--- config.mk ---
export PLATFORM = sky130hd
export DESIGN_NAME = trapret_unit
export DESIGN_NICKNAME = d
export VERILOG_FILES = /design/src/rtl/trapret_pkg.sv /design/src/rtl/trapret_legality.sv /design/src/rtl/trapret_update.sv /design/src/rtl/trapret_unit.sv
export SDC_FILE = /design/constraint.sdc
export NUM_CORES = 1
export LEC_CHECK = 0
export CORE_AREA = 2 2 181 183
export DETAILED_ROUTE_END_ITERATION = 8
export DIE_AREA = 0 0 183 185
export DONT_BUFFER_PORTS = 1
export GPL_ROUTABILITY_DRIVEN = 0
export SKIP_CTS_REPAIR_TIMING = 1
export SLEW_MARGIN = 0
export SYNTH_ARGS = -nofsm -noshare
export SYNTH_HDL_FRONTEND = slang
export SYNTH_HIERARCHICAL = 1
export SYNTH_SLANG_ARGS = --single-unit
--- constraint.sdc ---
create_clock -name clk_i -period 1.23 [get_ports clk_i]
set_input_delay 0 -clock clk_i [delete_from_list [all_inputs] [get_ports clk_i]]
set_output_delay 0 -clock clk_i [all_outputs]
set_load 0.01 [all_outputs]
--- src/rtl/trapret_pkg.sv ---
package trapret_pkg;

  typedef enum logic [1:0] {
    PRIV_U   = 2'b00,
    PRIV_S   = 2'b01,
    PRIV_RSV = 2'b10,
    PRIV_M   = 2'b11
  } priv_e;

  localparam int ST_W = 64;

  // machine status bit positions
  localparam int MS_SIE    = 1;
  localparam int MS_MIE    = 3;
  localparam int MS_SPIE   = 5;
  localparam int MS_MPIE   = 7;
  localparam int MS_SPP    = 8;
  localparam int MS_MPP_LO = 11;
  localparam int MS_MPP_HI = 12;
  localparam int MS_TSR    = 22;
  localparam int MS_MPV    = 39;

  // hypervisor status bit positions
  localparam int HS_SPV  = 7;
  localparam int HS_VTSR = 22;

  localparam int CAUSE_W = 5;
  localparam logic [CAUSE_W-1:0] CAUSE_MISALIGN = 5'd0;
  localparam logic [CAUSE_W-1:0] CAUSE_ILLEGAL  = 5'd2;
  localparam logic [CAUSE_W-1:0] CAUSE_VIRT     = 5'd22;

  // number of ordered legality checks
  localparam int N_CHECKS = 4;

  typedef struct packed {
    logic [ST_W-1:0] ms;
    logic [ST_W-1:0] hs;
    logic [1:0]      priv;
    logic            virt;
  } arch_state_t;

  function automatic logic pc_misaligned(input logic [1:0] pc_lo, input logic rvc);
    return (!rvc) && (pc_lo != 2'b00);
  endfunction

  // pop the supervisor enable stack
  function automatic logic [ST_W-1:0] sret_pop(input logic [ST_W-1:0] ms);
    logic [ST_W-1:0] r;
    r          = ms;
    r[MS_SIE]  = ms[MS_SPIE];
    r[MS_SPIE] = 1'b1;
    r[MS_SPP]  = 1'b0;
    return r;
  endfunction

  // pop the machine enable stack
  function automatic logic [ST_W-1:0] mret_pop(input logic [ST_W-1:0] ms);
    logic [ST_W-1:0] r;
    r                      = ms;
    r[MS_MIE]              = ms[MS_MPIE];
    r[MS_MPIE]             = 1'b1;
    r[MS_MPP_HI:MS_MPP_LO] = 2'b00;
    r[MS_MPV]              = 1'b0;
    return r;
  endfunction

  function automatic logic [1:0] sret_target(input logic [ST_W-1:0] ms);
    return {1'b0, ms[MS_SPP]};
  endfunction

  function automatic logic [1:0] mret_target(input logic [ST_W-1:0] ms);
    return ms[MS_MPP_HI:MS_MPP_LO];
  endfunction

endpackage

--- src/rtl/trapret_legality.sv ---
module trapret_legality
  import trapret_pkg::*;
#(
  parameter bit HYP_EN = 1'b1
) (
  input  logic               is_mret_i,
  input  logic [1:0]         priv_i,
  input  logic               virt_i,
  input  logic               tsr_i,
  input  logic               vtsr_i,
  input  logic [1:0]         mpp_i,
  input  logic [1:0]         pc_lo_i,
  input  logic               rvc_i,
  input  logic               pmp_any_i,
  output logic               fault_o,
  output logic [CAUSE_W-1:0] cause_o
);

  priv_e cur_priv;
  assign cur_priv = priv_e'(priv_i);

  // ordered check outcomes, index 0 has highest precedence
  logic [N_CHECKS-1:0] sret_hit;
  logic [N_CHECKS-1:0] mret_hit;
  logic [N_CHECKS-1:0] hit;
  logic [CAUSE_W-1:0]  code [N_CHECKS];

  logic misaligned;
  assign misaligned = pc_misaligned(pc_lo_i, rvc_i);

  assign sret_hit[0] = (cur_priv == PRIV_U);
  assign sret_hit[1] = misaligned;
  assign sret_hit[2] = tsr_i && (cur_priv != PRIV_M);

  generate
    if (HYP_EN) begin : g_vtsr
      assign sret_hit[3] = virt_i && vtsr_i;
    end else begin : g_no_vtsr
      logic unused_hyp;
      assign unused_hyp  = virt_i ^ vtsr_i;
      assign sret_hit[3] = 1'b0;
    end
  endgenerate

  assign mret_hit[0] = (cur_priv != PRIV_M);
  assign mret_hit[1] = misaligned;
  assign mret_hit[2] = (!pmp_any_i) && (priv_e'(mpp_i) != PRIV_M);
  assign mret_hit[3] = 1'b0;

  assign hit = is_mret_i ? mret_hit : sret_hit;

  assign code[0] = CAUSE_ILLEGAL;
  assign code[1] = CAUSE_MISALIGN;
  assign code[2] = CAUSE_ILLEGAL;
  assign code[3] = CAUSE_VIRT;

  // first failing check wins: scan from lowest to highest precedence
  always_comb begin
    fault_o = 1'b0;
    cause_o = '0;
    for (int i = N_CHECKS - 1; i >= 0; i--) begin
      if (hit[i]) begin
        fault_o = 1'b1;
        cause_o = code[i];
      end
    end
  end

endmodule

--- src/rtl/trapret_update.sv ---
module trapret_update
  import trapret_pkg::*;
#(
  parameter bit HYP_EN = 1'b1
) (
  input  logic        is_mret_i,
  input  arch_state_t cur_i,
  output arch_state_t nxt_o
);

  arch_state_t s_nxt;
  arch_state_t m_nxt;

  // status and privilege for a supervisor return
  always_comb begin
    s_nxt      = cur_i;
    s_nxt.ms   = sret_pop(cur_i.ms);
    s_nxt.priv = sret_target(cur_i.ms);
  end

  // status and privilege for a machine return
  always_comb begin
    m_nxt      = cur_i;
    m_nxt.ms   = mret_pop(cur_i.ms);
    m_nxt.priv = mret_target(cur_i.ms);
  end

  logic            s_virt;
  logic [ST_W-1:0] s_hs;
  logic            m_virt;

  generate
    if (HYP_EN) begin : g_hyp
      logic [ST_W-1:0] hs_cleared;
      always_comb begin
        hs_cleared         = cur_i.hs;
        hs_cleared[HS_SPV] = 1'b0;
      end
      // previous virtualization only consulted from host mode
      assign s_virt = cur_i.virt ? cur_i.virt : cur_i.hs[HS_SPV];
      assign s_hs   = cur_i.virt ? cur_i.hs   : hs_cleared;
      assign m_virt = cur_i.ms[MS_MPV];
    end else begin : g_nohyp
      assign s_virt = cur_i.virt;
      assign s_hs   = cur_i.hs;
      assign m_virt = cur_i.virt;
    end
  endgenerate

  always_comb begin
    if (is_mret_i) begin
      nxt_o      = m_nxt;
      nxt_o.virt = m_virt;
    end else begin
      nxt_o      = s_nxt;
      nxt_o.virt = s_virt;
      nxt_o.hs   = s_hs;
    end
  end

endmodule

--- src/rtl/trapret_unit.sv ---
module trapret_unit
  import trapret_pkg::*;
#(
  parameter int XLEN   = 64,
  parameter bit HYP_EN = 1'b1
) (
  input  logic               clk_i,
  input  logic               rst_ni,
  input  logic               req_i,
  input  logic               is_mret_i,
  input  logic [1:0]         priv_i,
  input  logic               virt_i,
  input  logic [ST_W-1:0]    mstatus_i,
  input  logic [ST_W-1:0]    hstatus_i,
  input  logic [XLEN-1:0]    sepc_i,
  input  logic [XLEN-1:0]    mepc_i,
  input  logic               rvc_i,
  input  logic               pmp_any_i,
  output logic               done_o,
  output logic               exc_o,
  output logic [CAUSE_W-1:0] cause_o,
  output logic [ST_W-1:0]    mstatus_o,
  output logic [ST_W-1:0]    hstatus_o,
  output logic [1:0]         priv_o,
  output logic               virt_o,
  output logic [XLEN-1:0]    ret_pc_o
);

  arch_state_t        cur_w;
  arch_state_t        nxt_w;
  arch_state_t        state_q;
  logic [XLEN-1:0]    target_pc_w;
  logic               fault_w;
  logic [CAUSE_W-1:0] fault_cause_w;
  logic               commit_w;
  logic               trap_w;

  assign cur_w.ms   = mstatus_i;
  assign cur_w.hs   = hstatus_i;
  assign cur_w.priv = priv_i;
  assign cur_w.virt = virt_i;

  assign target_pc_w = is_mret_i ? mepc_i : sepc_i;

  trapret_legality #(
    .HYP_EN(HYP_EN)
  ) u_legal (
    .is_mret_i (is_mret_i),
    .priv_i    (priv_i),
    .virt_i    (virt_i),
    .tsr_i     (mstatus_i[MS_TSR]),
    .vtsr_i    (hstatus_i[HS_VTSR]),
    .mpp_i     (mstatus_i[MS_MPP_HI:MS_MPP_LO]),
    .pc_lo_i   (target_pc_w[1:0]),
    .rvc_i     (rvc_i),
    .pmp_any_i (pmp_any_i),
    .fault_o   (fault_w),
    .cause_o   (fault_cause_w)
  );

  trapret_update #(
    .HYP_EN(HYP_EN)
  ) u_update (
    .is_mret_i (is_mret_i),
    .cur_i     (cur_w),
    .nxt_o     (nxt_w)
  );

  // named events for the checker
  assign commit_w = req_i && !fault_w;
  assign trap_w   = req_i &&  fault_w;

  logic               done_q;
  logic               exc_q;
  logic [CAUSE_W-1:0] cause_q;
  logic [XLEN-1:0]    pc_q;

  always_ff @(posedge clk_i or negedge rst_ni) begin
    if (!rst_ni) begin
      done_q  <= 1'b0;
      exc_q   <= 1'b0;
      cause_q <= '0;
      state_q <= '0;
      pc_q    <= '0;
    end else begin
      done_q <= req_i;
      exc_q  <= trap_w;
      if (req_i) begin
        cause_q <= fault_w ? fault_cause_w : '0;
        pc_q    <= target_pc_w;
      end
      if (commit_w) begin
        state_q <= nxt_w;
      end else if (trap_w) begin
        state_q <= cur_w;
      end
    end
  end

  assign done_o    = done_q;
  assign exc_o     = exc_q;
  assign cause_o   = cause_q;
  assign mstatus_o = state_q.ms;
  assign hstatus_o = state_q.hs;
  assign priv_o    = state_q.priv;
  assign virt_o    = state_q.virt;
  assign ret_pc_o  = pc_q;

endmodule

==> out/results.tsv, run 1 <==
metric	value	unit
crit_buf_inv	2	
htree_levels	1	
start_kind	input port	
worst_slew_pin_slew	0.839	ns
required	1.58	ns
switchingPower	0.00464	W
row_count	66	
drtAntennaViolNets	0	
violations	negative hold slack	
r2r_setup_slack	0.39	ns
min_path_type	in -> async	
relSlewSlack	44.1	%
leakage	5.73	nW
worstSkewPairLatency	0.51	ns
yosysUniqueCellTypes	29	
wirelength	27.8	mm
total_power	0.0177	W
use_met2	24.0	%
drc_errors	0	
viasPerCell	4.80	
grt_max_degree	392	
synth-seq-area-share	48.6	%
nets	1289	
first_pass_iters	7	
drtIter0Drc	274	
irDropWorstVdd	0.000769	V
crit_path_end_kind	register	
initial_utilization	32.5	%
use_met3	5.88	%
place_hpwl	17.8	mm
synth_cells	1009	
whs	-0.810	ns
drive_above_1_share	7.40	%
r2r-start	ret_pc_o[1]$_DFFE_PN0P_	
grt_util_met1	15.0	%
die_x	183	µm
critPathKind	in -> reg	
slowest_stage	mux2_4	
cts_root_buf	clkbuf_16	
clk_pin_slew	0.05	ns
antenna_found_initial	3	
max_stage_delay	0.31	ns
p_int	0.0130	W
reg2reg_to	ret_pc_o[1]$_DFFE_PN0P_	
portBuffers	0	
die-area	33900	µm²
grt_overflow	0	
final_common_cell	dfrtp_1	
cts_max_path_buffers	3	
cts_tree	built	
grt_use_total	13.8	%
fin_crit	1.18	ns
yosysWarningCount	6	
setup_violations	0	
crit_family	multiplexers	
status	finished, violations left	
r2r_cells	1	
post_drt_wl_per_cell	19.2	µm
power_frac_clock	40.9	%
grt.busiest_layer	met2	
synthesis.area	10400	µm²
clock_sinks	202	
maxCapViolCount	0	
power.density	1460	nW/µm²
cp.arrival	1.53	ns
comb_power_share	11.8	%
pwr-share-seq	47.3	%
grt_pass1_wl	36.1	mm
crit_chain	mux2_4 > o21ba_4 > nor2_2 > nand3_4 > buf_12 > buf_12 > mux2i_1 > a21oi_1	
die_h	185	µm
final.period_utilization	96.0	%
cts_made_buffers	24	
synth_area_per_cell	10.3	µm²
fmax	0.847	GHz
finClkSkew	0	ns
cp_max_fo	48	
final-max-slew-violation-count	0	
synth-seq-cells	202	
p_sw_share	26.2	%
grt_pass1_vias	6057	
rsz0062_at_grt	false	
area_growth	16.6	%
path_common_cell	buf_12	
core-area	32000	µm²
vias	6963	
ios	467	
layout_common_cells	dfrtp_1 (202), nor2_1 (194), mux2i_1 (193), a21oi_1 (193), dlygate4sd3_1 (152)	
hold_viol	330	
[layout make-up]
class                      count  area, µm²
multi-input combinational    617       3950
clock buffer                  35        713
timing repair buffer         177       1790
antenna                        2       5.00
tap                          408        510
fill                        3107      19900
inverter                       2       7.51
clock inverter                 8        100
sequential                   202       5050
[registers in the layout (all words and copies together) (netlist names)]
| register | cells |
|---|---|
| virt_o | 1 |
| exc_o | 1 |
| done_o | 1 |
| mstatus_o | 64 |
| priv_o | 2 |
| ret_pc_o | 64 |
| cause_o | 5 |
| hstatus_o | 64 |
[cells in the mapped netlist]
| master | number | area share (%) |
|---|---|---|
| o211ai_1 | 1 | 0.072 |
| o21a_1 | 1 | 0.072 |
| buf_12 | 10 | 1.9 |
| mux2_4 | 2 | 0.29 |
| dfrtp_1 | 202 | 49 |
| conb_1 | 1 | 0.036 |
| nor2_1 | 195 | 7.0 |
| mux2i_1 | 193 | 19 |
| buf_4 | 137 | 9.9 |
| nand2_1 | 3 | 0.11 |
| a22o_1 | 5 | 0.42 |
| buf_6 | 1 | 0.11 |
| or2_1 | 1 | 0.060 |
| o21ai_0 | 1 | 0.048 |
| inv_2 | 1 | 0.036 |
| o21ba_2 | 1 | 0.096 |
| a32oi_2 | 1 | 0.16 |
| maj3_2 | 1 | 0.11 |
| and2_1 | 3 | 0.18 |
| inv_1 | 1 | 0.036 |
| a21oi_1 | 193 | 9.3 |
| and3b_2 | 1 | 0.096 |
| buf_2 | 21 | 1.0 |
| and4b_1 | 1 | 0.096 |
| mux2_2 | 5 | 0.54 |
| nor2b_1 | 4 | 0.24 |
| nand2b_1 | 2 | 0.12 |
| clkbuf_1 | 20 | 0.72 |
| nand3_1 | 1 | 0.048 |
[cells by family (layout without fill, tap and decap cells)]
group | after synthesis | count (layout) | share of synthesized area (%)
and+or+nand+nor | 211 | 211 | 7.99
AOI/OAI and AO/OA | 203 | 203 | 10.2
muxes | 200 | 200 | 19.4
other | 1 | 4 | 0.0360
adders and majority gates | 1 | 1 | 0.108
DFF | 202 | 202 | 48.6
buffers and inverters | 191 | 222 | 13.7
[metal layers]
| metal | vias to the layer above | share of wire [%] | wire, µm |
|---|---|---|---|
| met2 | 325 | 50 | 13900 |
| met4 | 0 | 2.7 | 738 |
| met5 | - | 0 | 0 |
| li1 | 3354 | - | - |
| met3 | 52 | 11 | 3040 |
| met1 | 3232 | 36 | 10100 |
[power groups by stage]
| stage | sequential (W) | clock, W | combinational (W) |
|---|---|---|---|
| 6_report | 0.00836 | 0.00723 | 0.00208 |
| 5_1_grt | 0.00844 | 0.00774 | 0.00230 |
| 4_1_cts | 0.00836 | 0.00749 | 0.00155 |
| 3_5_place_dp | 0.00846 | 0 | 0.00156 |
| 3_3_place_gp | 0.00847 | 0 | 0.00148 |
| 2_1_floorplan | 0.00824 | 0 | 0.00185 |
[worst max path at each step]
stage / startpoint / to / cells past startpoint
after floorplan: is_mret_i / hstatus_o[29]$_DFFE_PN0P_ / 10
after global placement: is_mret_i / hstatus_o[12]$_DFFE_PN0P_ / 8
after detailed placement: is_mret_i / hstatus_o[12]$_DFFE_PN0P_ / 8
after CTS: is_mret_i / hstatus_o[60]$_DFFE_PN0P_ / 8
after global routing: is_mret_i / mstatus_o[60]$_DFFE_PN0P_ / 8
final: is_mret_i / mstatus_o[59]$_DFFE_PN0P_ / 8
[through the flow]
stage / cell area (µm²) / utilization [%] / worst slack, ns / TNS (ns) / std cells
after global placement: 9760 / 30.5 / -0.471 / -55.15 / 1253
after CTS: 10600 / 33.0 / 0.0223 / 0 / 1296
after floorplan: 10400 / - / -0.329 / -38.93 / 1010
final: 12100 / 37.9 / 0.0488 / 0 / 1451
after global routing: 12100 / 37.8 / 0.0278 / 0 / 1450
after detailed placement: 9760 / 30.5 / -0.523 / -60.05 / 1253
No activity file was read; power rests on OpenSTA's default activity.
==> run 2: changes to the inputs <==
Settings changed: CORE_AREA 2 2 181 183 to 2 2 184 186, DIE_AREA 0 0 183 185 to 0 0 186 188.
==> out/results.tsv, run 2 (synthesized netlist as in run 1, its figures left out) <==
metric	value	unit	change
layout_common_cells	dfrtp_1 (202), nor2_1 (194), mux2i_1 (193), a21oi_1 (193), dlygate4sd3_1 (116)		was dfrtp_1 (202), nor2_1 (194), mux2i_1 (193), a21oi_1 (193), dlygate4sd3_1 (152)
cts_made_buffers	23		was 24
dp_slack	-0.442	ns	was -0.523 ns
final.period_utilization	104	%	was 96.0%
final_cell_area	11700	µm²	was 12,100 µm²
wl_met3	2.65	mm	was 3.04 mm
n_fill_cell	3268		was 3,107
maxCapViolCount	0		unchanged
clock_sinks	202		unchanged
dp.cells	1294		was 1,253
drc_errors	0		unchanged
ios	467		unchanged
antenna_found_initial	1		was 3
finalWorstSetupSlack	-0.0541	ns	was 0.0488 ns
top_layer	met4		unchanged
status	finished, violations left		unchanged
start_kind	input port		unchanged
wl_met1	9.69	mm	was 10.1 mm
final-max-slew-violation-count	0		unchanged
power.density	1420	nW/µm²	was 1460 nW/µm²
rsz0062_at_grt	false		unchanged
wl_met2	13.5	mm	was 13.9 mm
critPathKind	in -> reg		unchanged
min_path_type	in -> async		unchanged
worstSkewPairLatency	0.51	ns	about the same
drtAntennaViolNets	0		unchanged
fmax	0.779	GHz	was 0.847 GHz
first_pass_iters	4		was 7
seq_area	5050	µm²	unchanged
area_growth	12.6	%	was 16.6%
grt_overflow	0		unchanged
relSlewSlack	22.9	%	was 44.1%
placed_area	9870	µm²	was 9760 µm²
worst_slew_pin_slew	1.16	ns	was 0.839 ns
whs	-0.817	ns	was -0.810 ns
diodes	0		was 2
crit_path_end_kind	register		unchanged
vias	6788		was 6,963
tns	-0.242	ns	was 0 ns
row_count	67		was 66
die_h	188	µm	was 185 µm
r2r_setup_slack	0.41	ns	was 0.39 ns
portBuffers	0		unchanged
die_x	186	µm	was 183 µm
cp_max_fo	80		was 48
grt_use_total	13.3	%	was 13.8%
grt_max_degree	392		unchanged
drtIter0Drc	255		was 274
multi_input_area	3950	µm²	unchanged
irDropWorstVdd	0.000841	V	was 0.000769 V
core-area	33100	µm²	was 32,000 µm²
fin_crit	1.28	ns	was 1.18 ns
leakage	5.52	nW	was 5.73 nW
wirelength	26.3	mm	was 27.8 mm
required	1.56	ns	was 1.58 ns
initial_utilization	31.4	%	was 32.5%
cts_max_path_buffers	3		unchanged
drive_above_1_share	6.99	%	was 7.40%
cp.arrival	1.61	ns	was 1.53 ns
clk_pin_slew	0.06	ns	was 0.05 ns
nets	1252		was 1,289
stdcell_count	1449		was 1,451
cts_tree	built		unchanged
die-area	35000	µm²	was 33,900 µm²
cts_root_buf	clkbuf_16		unchanged
place_hpwl	18.0	mm	was 17.8 mm
final_common_cell	dfrtp_1		unchanged
htree_levels	1		unchanged
hold_viol	303		was 330
grt_pass1_wl	36.0	mm	was 36.1 mm
violations	negative hold slack, negative setup slack		was negative hold slack
viasPerCell	4.68		was 4.80
finClkSkew	0	ns	unchanged
post_drt_wl_per_cell	18.2	µm	was 19.2 µm
setup_violations	19		was 0
grt_pass1_vias	6204		was 6,057
[run 2: path summary, 6_finish.rpt]
check | startpoint | endpoint | depth (start not counted)
max | is_mret_i | hstatus_o[19]$_DFFE_PN0P_ | 8
min | rst_ni | mstatus_o[57]$_DFFE_PN0P_ | 0
max reg2reg | cause_o[4]$_DFFE_PN0P_ | cause_o[4]$_DFFE_PN0P_ | 1
min reg2reg | priv_o[1]$_DFFE_PN0P_ | priv_o[1]$_DFFE_PN0P_ | 2
max in group asynchronous | rst_ni | hstatus_o[29]$_DFFE_PN0P_ | 0
min in group clk_i | req_i | done_o$_DFF_PN0_ | 0
[run 2: area by class of cell]
type	instances	area share (%)
Sequential cell	202	43.1
Timing Repair Buffer	141	12.5
Clock buffer	35	5.64
Clock inverter	4	0.224
Tap cell	448	4.78
Inverter	2	0.0641
Multi-Input combinational cell	617	33.7
[run 2: power breakdown]
part | total [W] | leakage, nW | switching (W) | internal [W]
sequential | 0.00834 | 2.26 | 0.000953 | 0.00739
combinational | 0.00193 | 2.92 | 0.000817 | 0.00112
clock | 0.00635 | 0.334 | 0.00268 | 0.00368
[run 2: metal layers]
metal  track usage (%)  up-vias
li1                  -     3267
met1              14.3     3183
met2              24.2      300
met3              4.87       38
met4              3.82        0
met5                 0        -
[run 2: through the flow]
step           total power [W]  utilization (%)
2_1_floorplan           0.0101                -
3_3_place_gp           0.00997             29.8
3_5_place_dp            0.0100             29.8
4_1_cts                 0.0165             31.9
5_1_grt                 0.0174             35.4
6_report                0.0166             35.4
[run 2: worst max-delay path, cell delays in order]
cell and delay (ns):
mux2_4 0.39, o21ba_4 0.21, nor2_2 0.12, nand3_4 0.11, buf_12 0.20, buf_4 0.18
mux2i_1 0.16, a21oi_1 0.10
